### src/rtl/baud_tick_gen.sv
module baud_tick_gen #(
  parameter int RW  = 8,
  parameter int SW  = 3,
  parameter int OVS = 16,
  parameter logic [7:0] BOOT_RATE = 8'h33
) (
  input  logic          clk,
  input  logic          rst_n,
  input  logic          boot_sel,
  input  logic          bus_en,
  input  logic          wr_en,
  input  logic [RW-1:0] wr_data,
  output logic [RW-1:0] rate_rd,
  output logic          tick16,
  output logic          tick_bit
);
  localparam int PCW = (1 << SW) - 1;
  localparam int OW  = $clog2(OVS);
  localparam int PRE_LO = 4;

  logic [RW-1:0]  rate_q;
  logic [3:0]     pre_cnt, pre_last;
  logic [PCW-1:0] pow_cnt, pow_last;
  logic [OW-1:0]  ovs_cnt;
  logic           t16_q, tb_q;

  always_comb begin
    case (rate_q[PRE_LO+1:PRE_LO])
      2'b00:   pre_last = 4'd0;
      2'b01:   pre_last = 4'd2;
      2'b10:   pre_last = 4'd3;
      default: pre_last = 4'd12;
    endcase
  end

  assign pow_last = (PCW'(1) << rate_q[SW-1:0]) - PCW'(1);

  always_ff @(posedge clk) begin
    if (!rst_n) begin
      rate_q  <= boot_sel ? RW'(BOOT_RATE) : '0;
      pre_cnt <= '0;
      pow_cnt <= '0;
      ovs_cnt <= '0;
      t16_q   <= 1'b0;
      tb_q    <= 1'b0;
    end else if (wr_en) begin
      rate_q  <= wr_data;
      pre_cnt <= '0;
      pow_cnt <= '0;
      ovs_cnt <= '0;
      t16_q   <= 1'b0;
      tb_q    <= 1'b0;
    end else begin
      t16_q <= 1'b0;
      tb_q  <= 1'b0;
      if (bus_en) begin
        if (pre_cnt == pre_last) begin
          pre_cnt <= '0;
          if (pow_cnt == pow_last) begin
            pow_cnt <= '0;
            t16_q   <= 1'b1;
            if (ovs_cnt == OW'(OVS - 1)) begin
              ovs_cnt <= '0;
              tb_q    <= 1'b1;
            end else begin
              ovs_cnt <= ovs_cnt + OW'(1);
            end
          end else begin
            pow_cnt <= pow_cnt + PCW'(1);
          end
        end else begin
          pre_cnt <= pre_cnt + 4'd1;
        end
      end
    end
  end

  assign rate_rd  = rate_q;
  assign tick16   = t16_q;
  assign tick_bit = tb_q;

  AST_READBACK: assert property (@(posedge clk) disable iff (!rst_n)
    $past(wr_en) |-> rate_rd == $past(wr_data));
  AST_PRE_RANGE: assert property (@(posedge clk) disable iff (!rst_n)
    pre_cnt <= pre_last);
  AST_POW_RANGE: assert property (@(posedge clk) disable iff (!rst_n)
    pow_cnt <= pow_last);
  AST_BIT_WITH_TICK: assert property (@(posedge clk) disable iff (!rst_n)
    tick_bit |-> tick16);
  AST_TICK_NEEDS_EN: assert property (@(posedge clk) disable iff (!rst_n)
    (tick16 && $past(rst_n)) |-> $past(bus_en));
  AST_RESET_LOAD: assert property (@(posedge clk) disable iff (!rst_n)
    $past(!rst_n) |-> rate_rd == ($past(boot_sel) ? RW'(BOOT_RATE) : RW'(0)));
  AST_WRITE_QUIET: assert property (@(posedge clk) disable iff (!rst_n)
    $past(wr_en) |-> (!tick16 && !tick_bit));
endmodule

### config.mk
export PLATFORM = sky130hd
export DESIGN_NAME = baud_tick_gen
export DESIGN_NICKNAME = d
export VERILOG_FILES = /design/src/rtl/baud_tick_gen.sv
export SDC_FILE = /design/constraint.sdc
export NUM_CORES = 1
export LEC_CHECK = 0
export BUFFER_PORTS_ARGS = -buffer_cell sky130_fd_sc_hd__buf_4
export CORE_MARGIN = 1
export CORE_UTILIZATION = 51
export CTS_BUF_LIST = sky130_fd_sc_hd__clkbuf_4
export DETAILED_ROUTE_END_ITERATION = 10
export HOLD_SLACK_MARGIN = 0.08
export PLACE_DENSITY = 0.79
export SYNTH_ARGS = -nofsm -noshare
export SYNTH_HDL_FRONTEND = slang
export SYNTH_SLANG_ARGS = --single-unit
### constraint.sdc
create_clock -name clk -period 2.3 [get_ports clk]
set_clock_uncertainty 0.15 [all_clocks]
set_input_delay 0.115 -clock clk [delete_from_list [all_inputs] [get_ports clk]]
set_output_delay 0.115 -clock clk [all_outputs]
set_load 0.02 [all_outputs]
-- Word-level counts from Yosys, hierarchy flattened
Cells that the tools add are included.
- equal/unequal tests: 6
- shifts and indexed selects: 1
- add/sub/neg operators: 4
- bitwise gates (word level): 4
- multiplexer cells: 9
- reductions and logical operators: 6
- operators with widths (operator ; count):
    two-way mux 8 bit ; 2
    one-hot mux 4 bit (3 select lines) ; 1
    adder 4 x 1 -> 4 bit (second input constant) ; 2
    two-way mux 4 bit ; 2
    adder 7 x 1 -> 7 bit (second input constant) ; 1
    equality test 7 bit ; 1
    two-way mux 7 bit ; 1
    left shift 1 x 3 -> 7 bit (first input constant) ; 1
    subtractor 7 x 2 -> 7 bit (second input constant) ; 1
    two-way mux 6 bit ; 1
    OR reduction 5 bit ; 1
    equality test 4 bit ; 1
    equality test 4 bit (second input constant) ; 1
    inverter 1 bit ; 4
    OR reduction 4 bit ; 1
    AND reduction 3 bit ; 1
    equality test 2 x 1 -> 1 bit (second input constant) ; 1
    equality test 2 bit (second input constant) ; 1
    logical NOT 2 bit ; 1
    two-way mux 1 bit ; 2
    != test 2 x 1 -> 1 bit (second input constant) ; 1
    AND reduction 2 bit ; 1
    OR reduction 2 bit ; 1
- bits of input ports: 13
- logic and storage cells: 36
- flip-flop bits (word level): 25

-- Logic depth before layout (Yosys ltp)
Gate-level depths: netlist of the first run.
- depth in word-level cells: 5
- gate-level depth with buffers: 9
- mapped depth without buffers: 8

-- Worst setup path after synthesis of the first run
No wires, ideal clock.
- path kind: register to register
- from: register rate_q[4], in the netlist rate_rd[4]
- to: register ovs_cnt[0]
- setup time: 73 ps
- data required time: 2077 ps
- cell stages (with the launch flop): 9
- data arrival time: 2267 ps
- path slack: -190 ps
- cells stage by stage: edfxtp_1 > ha_1 > or3_1 > a211oi_2 > and2_1 > buf_6 > o2111ai_4 > or3b_1 > a21oi_1
- cells in the longest elaborated chain, start to end: 4
- elaborated cells on any way between the ends: 6
- ends and longest elaborated chain (element ; RTL line ; RTL):
    start: declaration ; 21 ; logic [RW-1:0] rate_q;
    start signal: assignment ; 40 ; rate_q <= boot_sel ? RW'(BOOT_RATE) : '0;
    start signal: assignment ; 47 ; rate_q <= wr_data;
    equality test 2 bit (tied with other cells) ; 28 ; case (rate_q[PRE_LO+1:PRE_LO])
    one-hot mux 4 bit (3 select lines) (*) ; 28 ;
    equality test 4 bit (*) ; 57 ; if (pre_cnt == pre_last) begin
    AND reduction 3 bit (no source line) (*) ; - ;
    end signal: assignment ; 66 ; ovs_cnt <= ovs_cnt + OW'(1);
    end: declaration ; 24 ; logic [OW-1:0] ovs_cnt;
Mark *: on every way between the ends. The rest lies on a longest branch, timed or not.
A chain may end at the register's enable or synchronous reset.

-- Worst setup path after layout of the first run
- from: register rate_q[2], in the netlist rate_rd[2]
- to: register ovs_cnt[3]
- cells in the longest elaborated chain, start to end: 4
- ends and longest elaborated chain (element ; RTL line ; RTL):
    left shift 1 x 3 -> 7 bit ; 36 ; assign pow_last = (PCW'(1) << rate_q[SW-1:0]) - PCW'(1);
    subtractor 7 x 2 -> 7 bit ; 36 ;
    equality test 7 bit ; 59 ; if (pow_cnt == pow_last) begin
    AND reduction 3 bit (no source line) ; - ;
Every way passes these cells.

==> flow_summary.ini, run 1 <==
[outcome]
outcome = finished, violations left
violations = setup timing

[worst_setup_path]
start_kind = register
crit_chain = buf_4 > nor4b_1 > a21oi_1 > a21boi_0 > buf_4 > o2111ai_4 > or3b_4 > a21oi_2
crit_path_top_delay_cell = edfxtp_1
cp_top_family = simple AND/OR/NAND/NOR gates
path_buf_inv = 2
critPathCaptureType = register
slowest_delay_ns = 0.46
regToRegSetupSlack_ns = -0.14
path_max_fanout = 5
path_common_cell = buf_4
crit_arrival_ns = 2.57
critPathKind = reg -> reg
required_ns = 2.43

[cts]
clock_sinks = 25
cts_buffer_depth = 2
cts_tree = yes
numCtsBuffers = 3
clock-root-buffer = clkbuf_4
path_clk_slew_ns = 0.14
insertion_delay_ns = 0.33
htree_levels = 1

[timing]
fmax_mhz = 410
drv_slew = 0
rsz0062_at_grt = true
worst_pin_slew_ns = 0.511
setup_viol = 11
slew_headroom = 0.654
setup_slack_ns = -0.141
finalSetupTns_ns = -0.712
fin_crit_sh = 1.06
fin_crit_ns = 2.44
report.final.hold_viol_count = 0

[route]
drtPass1Iterations = 5
wl_per_cell_um = 18.8
vias = 1340
vias_per_cell = 5.83
wirelength_mm = 4.32
drtIter0Drc = 40
drc = 0
ant_nets = 0

[grt]
grt_pass1_vias = 1191
grt_overflow = 0
grt_use_total = 0.287
antenna_found_initial = 0
grt_max_degree = 15
grt_pass1_wl_mm = 5.62

[logic_synthesis]
syn_avg_cell_area_um2 = 9.22
yosys.cell_types.count = 38
synth_edf_count = 8
synth_nets = 159
syn_area_um2 = 1300
seq_area_frac_synth = 0.447
synth_top_area_share = 0.262
yosysTopAreaCell = dfxtp_1
ys.warnings.count = 0
ys_seq_elements = 25
yosys-top-cells-area = dfxtp_1, edfxtp_1, nand2_1, ha_1, xnor2_1
ys.flop_type = dfxtp_1
synthArstFlopShare = 0
postSynthCellCount = 141

[final_layout]
final_common_cell = buf_4
final_cell_mix = buf_4, dlygate4sd3_1, nand2_1
drive_above_1_share = 0.307
area_delta_synth_final_pct = 46.5
fill_cells = 117
finalNetCount = 221
diodes = 0

[placement]
place_ws_ns = -0.0424
gp_congestion = 0.809
dp.final_hpwl_mm = 1.91
io_buffers = 22

[die]
core_um2 = 2300
ios = 23
fp.dieH_um = 52.5
fp.dieW_um = 52.5
die_area_um2 = 2750
start_util = 0.566
rows = 17

[power]
leakage_nw = 0.767
p_per_area_nw_per_um2 = 523
peakVddDrop_mv = 0.431

[flow_run]
cap_violations = 0

[hold_path]
hold_class = in -> reg
## routing by layer
| layer | wire, um | global-route usage |
|---|---|---|
| met1 | 1590 | 0.327 |
| met2 | 2190 | 0.521 |
| met3 | 342 | 0.0754 |
| met4 | 195 | 0.0746 |
| met5 | 0 | 0 |
## power by group
group | leakage [nW] | total (mW) | internal, mW | switching, mW
clock network | 0.0184 | 0.225 | 0.0800 | 0.145
registers | 0.221 | 0.493 | 0.475 | 0.0179
logic | 0.528 | 0.278 | 0.146 | 0.132
## worst reg2reg max path, cell delays in order (launching register included)
cell,delay [ns]
edfxtp_1,0.46
buf_4,0.19
nor4b_1,0.45
a21oi_1,0.08
a21boi_0,0.23
buf_4,0.17
o2111ai_4,0.13
or3b_4,0.42
a21oi_2,0.11
## path summary, 6_finish.rpt
| check | cells after the start | startpoint | end |
|---|---|---|---|
| worst min-delay path | 4 | rst_n | pre_cnt[1] |
| worst min register to register | 2 | ovs_cnt[0] | ovs_cnt[0] |
| worst max-delay path | 8 | rate_rd[2] | ovs_cnt[3] |
| worst max register to register | 8 | rate_rd[2] | ovs_cnt[3] |
## registers in the layout, summed over array words and instances, names as in the netlist
register / cells
pre_cnt: 4
ovs_cnt: 4
tick_bit: 1
rate_rd: 8
pow_cnt: 7
tick16: 1
## repair_timing
action | in CTS | in global routing
resized for setup | 1 | 11
hold buffers | 22 | 0
hold endpoints to repair | 14 | 0
gates cloned | 0 | 0
buffers inserted | 3 | 8
endpoints found under the setup margin | 3 | 11
pin swaps | 2 | 5
## stage by stage
stage,instance area (um2),cells,hold slack (ns),power (mW),util
floorplan,1300,141,0.148,0.609,-
global placement,1530,193,0.240,0.670,0.664
detailed placement,1530,193,0.248,0.676,0.664
CTS,1800,222,0.169,0.921,0.784
global route,1900,230,0.219,1.02,0.829
finish,1900,230,0.197,0.996,0.829
## cells in the mapped netlist (2+ instances only)
cell,count
nor4b_1,2
xor2_1,5
nor2b_1,2
clkbuf_1,3
or3b_1,2
nand3_1,5
o22ai_1,2
inv_1,4
buf_2,2
or3_1,2
and2_1,6
nor3_1,4
nand4_1,3
edfxtp_1,8
nor2_1,13
nand2b_1,2
o21ai_0,3
nand2_1,22
xnor2_1,6
a21oi_1,7
ha_1,5
dfxtp_1,17
## cell families (layout without fill, tap and decap cells)
group / count (synthesis) / after routing / share of synthesized area
flops: 25 / 25 / 0.447
xor+xnor: 11 / 11 / 0.0741
mux: 1 / 1 / 0.00770
compound gates: 18 / 18 / 0.102
simple gates: 70 / 70 / 0.276
fa+ha+maj: 5 / 5 / 0.0481
buf+inv: 11 / 72 / 0.0452
## cell type report
cell class	instances	area, um2	share of cell area
Clock buffer	4	30.0	0.0158
Inverter	4	15.0	0.00788
Multi-Input combinational cell	105	704	0.370
Sequential cell	25	581	0.305
Tap cell	28	35.0	0.0184
Timing Repair Buffer	64	539	0.283
Power figures use the tool's default switching activity.
==> inputs of run 2 (changes only) <==
--- a/config.mk
+++ b/config.mk
@@ -9,9 +9,11 @@
 export CORE_MARGIN = 1
 export CORE_UTILIZATION = 51
 export CTS_BUF_LIST = sky130_fd_sc_hd__clkbuf_4
+export CTS_CLUSTER_DIAMETER = 120
 export DETAILED_ROUTE_END_ITERATION = 10
 export HOLD_SLACK_MARGIN = 0.08
 export PLACE_DENSITY = 0.79
+export SKIP_CTS_REPAIR_TIMING = 1
 export SYNTH_ARGS = -nofsm -noshare
 export SYNTH_HDL_FRONTEND = slang
 export SYNTH_SLANG_ARGS = --single-unit
==> run 2 against run 1 <==
Net effect:
- fmax is 1.8% higher
- the run still ends with setup timing left
- clock power down 2%
- largest cell class unchanged
- clock-buffer cell count unchanged
- worst hold slack worse by 0.0023 ns
==> flow_summary.ini, run 2 (synthesized netlist as in run 1, its figures left out) <==
[outcome]
outcome = finished, violations left
violations = setup timing

[placement]
io_buffers = 22
place_ws_ns = -0.0424
dpl_cell_area_um2 = 1530
gp_congestion = 0.809
dp.final_hpwl_mm = 1.91

[worst_setup_path]
crit_chain = ha_2 > or3_4 > a211oi_4 > and2_4 > o2111ai_4 > or3b_4 > a21oi_2
slowest_delay_ns = 0.45
start_kind = register
cp_top_family = simple AND/OR/NAND/NOR gates
cp-startpoint = rate_rd[4]
path_buf_inv = 0
critPathCaptureType = register
crit_path_top_delay_cell = edfxtp_1
r2r_end = ovs_cnt[3]
critPathKind = reg -> reg
path_max_fanout = 8
required_ns = 2.42
regToRegSetupSlack_ns = -0.1
worstRegToRegCells = 7
crit_arrival_ns = 2.52
reg2reg_from = rate_rd[4]

[route]
ant_nets = 0
wl_per_cell_um = 15.7
wirelength_mm = 3.47
drtPass1Iterations = 4
drtIter0Drc = 23
drc = 0
vias = 1231
vias_per_cell = 5.57

[timing]
setup_viol = 3
slew_headroom = 0.670
setup_slack_ns = -0.0991
fmax_mhz = 417
worst_pin_slew_ns = 0.494
fin_crit_ns = 2.40
finalSetupTns_ns = -0.213
fin_crit_sh = 1.04
report.final.hold_viol_count = 0
rsz0062_at_grt = true
drv_slew = 0

[cts]
cts_tree = yes
clock-root-buffer = clkbuf_4
cts_buffer_depth = 2
htree_levels = 1
clock_sinks = 25
path_clk_slew_ns = 0.14
numCtsBuffers = 3
insertion_delay_ns = 0.33

[final_layout]
final_util = 0.794
drive_above_1_share = 0.259
finalNetCount = 212
largest_register_ffs = 8
final_cell_mix = buf_4, nand2_1, dlygate4sd3_1
area_delta_synth_final_pct = 40.2
final_common_cell = buf_4
diodes = 0
stdcell_area_um2 = 1820

[hold_path]
hold-path-cell-count = 4
hold_start = rst_n
hold_class = in -> reg
whs_endpoint = pre_cnt[1]

[grt]
antenna_found_initial = 0
grt_use_total = 0.213
grt_pass1_vias = 994
grt_max_degree = 15
grt_overflow = 0
grt_pass1_wl_mm = 4.28

[die]
ios = 23
start_util = 0.566
core_um2 = 2300
fp.dieH_um = 52.5
fp.dieW_um = 52.5
rows = 17
die_area_um2 = 2750

[power]
peakVddDrop_mv = 0.500
leakage_nw = 0.718
p_per_area_nw_per_um2 = 515

[flow_run]
cap_violations = 0
[run 2: worst reg2reg max path, delay by kind of cell (launching register included)]
family          cells  cell delay, ns
simple gates        3            0.98
compound gates      3            0.54
fa+ha+maj           1            0.22
flops               1            0.45
[run 2: cell type report]
type                       instances  area, um2
tap                               28       35.0
sequential                        25        581
timing repair buffer              55        468
inverter                           4       15.0
clock buffer                       4       30.0
multi-input combinational        105        694
fill                             146        474
[run 2: metrics by stage]
stage / total power, mW / instances / hold slack, ns
global placement: 0.670 / 193 / 0.240
detailed placement: 0.676 / 193 / 0.248
CTS: 0.884 / 197 / -0.0945
global route: 0.977 / 221 / 0.218
finish: 0.939 / 221 / 0.194
floorplan: 0.609 / 141 / 0.148
[run 2: report_power, final]
part / total, mW / internal [mW] / switching, mW
Clock: 0.220 / 0.0799 / 0.140
Sequential: 0.494 / 0.475 / 0.0193
Combinational: 0.225 / 0.120 / 0.105
[run 2: worst max path at each step]
| stage | cells past startpoint | endpoint |
|---|---|---|
| 2_1_floorplan | 8 | ovs_cnt[0] |
| 3_3_place_gp | 7 | ovs_cnt[0] |
| 3_5_place_dp | 7 | ovs_cnt[3] |
| 4_1_cts | 7 | ovs_cnt[3] |
| 5_1_grt | 7 | ovs_cnt[3] |
| 6_report | 7 | ovs_cnt[3] |
[run 2: per-layer routing]
layer,wire (um),global-route usage,up-vias
li1,-,-,588
met1,1360,0.249,590
met2,1890,0.365,45
met3,161,0.0725,8
met4,53,0.0658,0
met5,0,0,-
==> inputs of run 3 (changes only) <==
--- a/config.mk
+++ b/config.mk
@@ -7,12 +7,11 @@
 export LEC_CHECK = 0
 export BUFFER_PORTS_ARGS = -buffer_cell sky130_fd_sc_hd__buf_4
 export CORE_MARGIN = 1
-export CORE_UTILIZATION = 51
+export CORE_UTILIZATION = 30
 export CTS_BUF_LIST = sky130_fd_sc_hd__clkbuf_4
 export CTS_CLUSTER_DIAMETER = 120
 export DETAILED_ROUTE_END_ITERATION = 10
-export HOLD_SLACK_MARGIN = 0.08
-export PLACE_DENSITY = 0.79
+export HOLD_SLACK_MARGIN = 0.05
 export SKIP_CTS_REPAIR_TIMING = 1
 export SYNTH_ARGS = -nofsm -noshare
 export SYNTH_HDL_FRONTEND = slang
==> run 3 against run 2 <==
Net effect:
- the flow still finishes with violations (setup timing)
- clock power decreased by 10%
- largest cell class unchanged
- clock-buffer cell count down 1
- fmax rose by 3.9%
- power shrank 3.8%
- non-clock buffer count down 2
- critical path type unchanged
- critical endpoint is now ovs_cnt[0]
- design area is the same
- utilization fell by 35 points
- via count is 7.0% lower
- sequential power about the same
- critical path depth stayed put
- setup slack better by 0.091 ns
- routed wire length is 20% lower
- largest power group unchanged
==> flow_summary.ini, run 3 (synthesized netlist as in run 1, its figures left out) <==
[power]
p_sw_frac = 0.274
peakVddDrop_mv = 0.274
power.share.clock = 0.218
combPwrFrac = 0.233
netSwitchingPower_uw = 247
p_int_uw = 656
p_per_area_nw_per_um2 = 496
power.total_uw = 903
p_seq_frac = 0.549
leakage_nw = 0.704

[cts]
clock_sinks = 25
cts_tree = yes
clock-root-buffer = clkbuf_4
htree_levels = 1
path_clk_slew_ns = 0.14
numCtsBuffers = 3
cts_buffer_depth = 2
insertion_delay_ns = 0.32

[grt]
grt_pass1_vias = 1050
grt_max_degree = 15
grt_use_total = 0.122
antenna_found_initial = 0
grt_overflow = 0
grt_pass1_wl_mm = 4.27

[route]
drc = 0
drtPass1Iterations = 4
wl_per_cell_um = 11.5
vias_per_cell = 4.75
ant_nets = 0
drtIter0Drc = 47
vias = 1145
wirelength_mm = 2.77

[worst_setup_path]
crit_path_top_delay_cell = edfxtp_1
worstRegToRegCells = 7
crit_cells = 7
critPathKind = reg -> reg
cp_top_family = simple AND/OR/NAND/NOR gates
start_kind = register
crit_chain = ha_2 > or3_4 > a211oi_2 > and2_4 > o2111ai_4 > or3b_1 > a21oi_1
critPathCaptureType = register
slowest_delay_ns = 0.45
path_buf_inv = 0
path_max_fanout = 7
required_ns = 2.40
crit_arrival_ns = 2.41

[timing]
slew_headroom = 0.653
drv_slew = 0
report.final.hold_viol_count = 0
worst_pin_slew_ns = 0.520
rsz0062_at_grt = true
fmax_mhz = 433
fin_crit_ns = 2.31
setup_viol = 1
fin_crit_sh = 1.00
setup_slack_ns = -0.00808

[final_layout]
fill_cells = 413
area_delta_synth_final_pct = 40.2
final_common_cell = buf_4
largest_register_ffs = 8
final_cell_mix = buf_4, nand2_1, dlygate4sd3_1
final_util = 0.446
finalNetCount = 210
diodes = 0
drive_above_1_share = 0.257

[placement]
gp_congestion = 0.759
place_ws_ns = -0.00548
io_buffers = 22
dp.final_hpwl_mm = 2.02

[die]
fp.dieW_um = 67.8
rows = 23
die_area_um2 = 4600
core_um2 = 4090
ios = 23
start_util = 0.318
fp.dieH_um = 67.8

[hold_path]
hold_class = in -> reg
hold-path-cell-count = 5

[flow_run]
cap_violations = 0

[outcome]
outcome = finished, violations left
violations = setup timing
[run 3: cell count changes in the layout (fill, tap and decap cells not counted)]
| cell | delta |
|---|---|
| a211oi_4 | -1 |
| nand2_1 | -1 |
| or3b_1 | +1 |
| or3b_4 | -1 |
| nand2_2 | +1 |
| clkbuf_4 | -1 |
| a211oi_2 | +1 |
| clkinv_2 | +1 |
| buf_4 | -1 |
| dlygate4sd3_1 | -1 |
[run 3: cell type report]
class,count,area (um2),share of cell area
repair buffers,53,450,0.247
flip-flops and latches,25,581,0.318
clock buffers,3,22.5,0.0124
inverters,4,15.0,0.00824
well taps,50,62.6,0.0343
multi-input cells,105,687,0.377
clock inverters,1,5.00,0.00275
[run 3: power groups by stage]
stage / clock network (mW) / logic [mW] / registers (mW)
2_1_floorplan: 0 / 0.0938 / 0.515
3_3_place_gp: 0 / 0.164 / 0.505
3_5_place_dp: 0 / 0.169 / 0.507
4_1_cts: 0.203 / 0.170 / 0.497
5_1_grt: 0.218 / 0.227 / 0.500
6_report: 0.197 / 0.210 / 0.496
[run 3: per-layer routing]
| metal | global-route usage | part of all wire | vias to the layer above |
|---|---|---|---|
| met2 | 0.220 | 0.54 | 18 |
| met3 | 0.0200 | 0.027 | 5 |
| met5 | 0 | 0 | - |
| met1 | 0.142 | 0.42 | 534 |
| li1 | - | - | 588 |
| met4 | 0.0495 | 0.013 | 0 |
[run 3: final timing paths]
path | startpoint | end | slack, ns
worst max register to register | rate_rd[5] | ovs_cnt[0] | -0.008
worst min-delay path | wr_en | pre_cnt[2] | 0.06
worst max-delay path | rate_rd[5] | ovs_cnt[0] | -0.008
worst min register to register | ovs_cnt[3] | tick_bit | 0.34
[run 3: worst register-to-register path, cell delays in order, from the launching register on]
cell       delay [ns]
edfxtp_1         0.45
ha_2             0.21
or3_4            0.33
a211oi_2         0.25
and2_4           0.19
o2111ai_4        0.13
or3b_1           0.40
a21oi_1          0.13
[run 3: stage by stage]
step                 TNS, ns  hold slack [ns]  cells  instance area (um2)
detailed placement  -0.00548            0.246    213                 1540
global placement           0            0.238    213                 1540
global route          -0.293           0.0675    241                 1820
finish              -0.00808           0.0604    241                 1820
CTS                  -0.0467          -0.0944    217                 1570
floorplan             -0.295            0.148    141                 1300
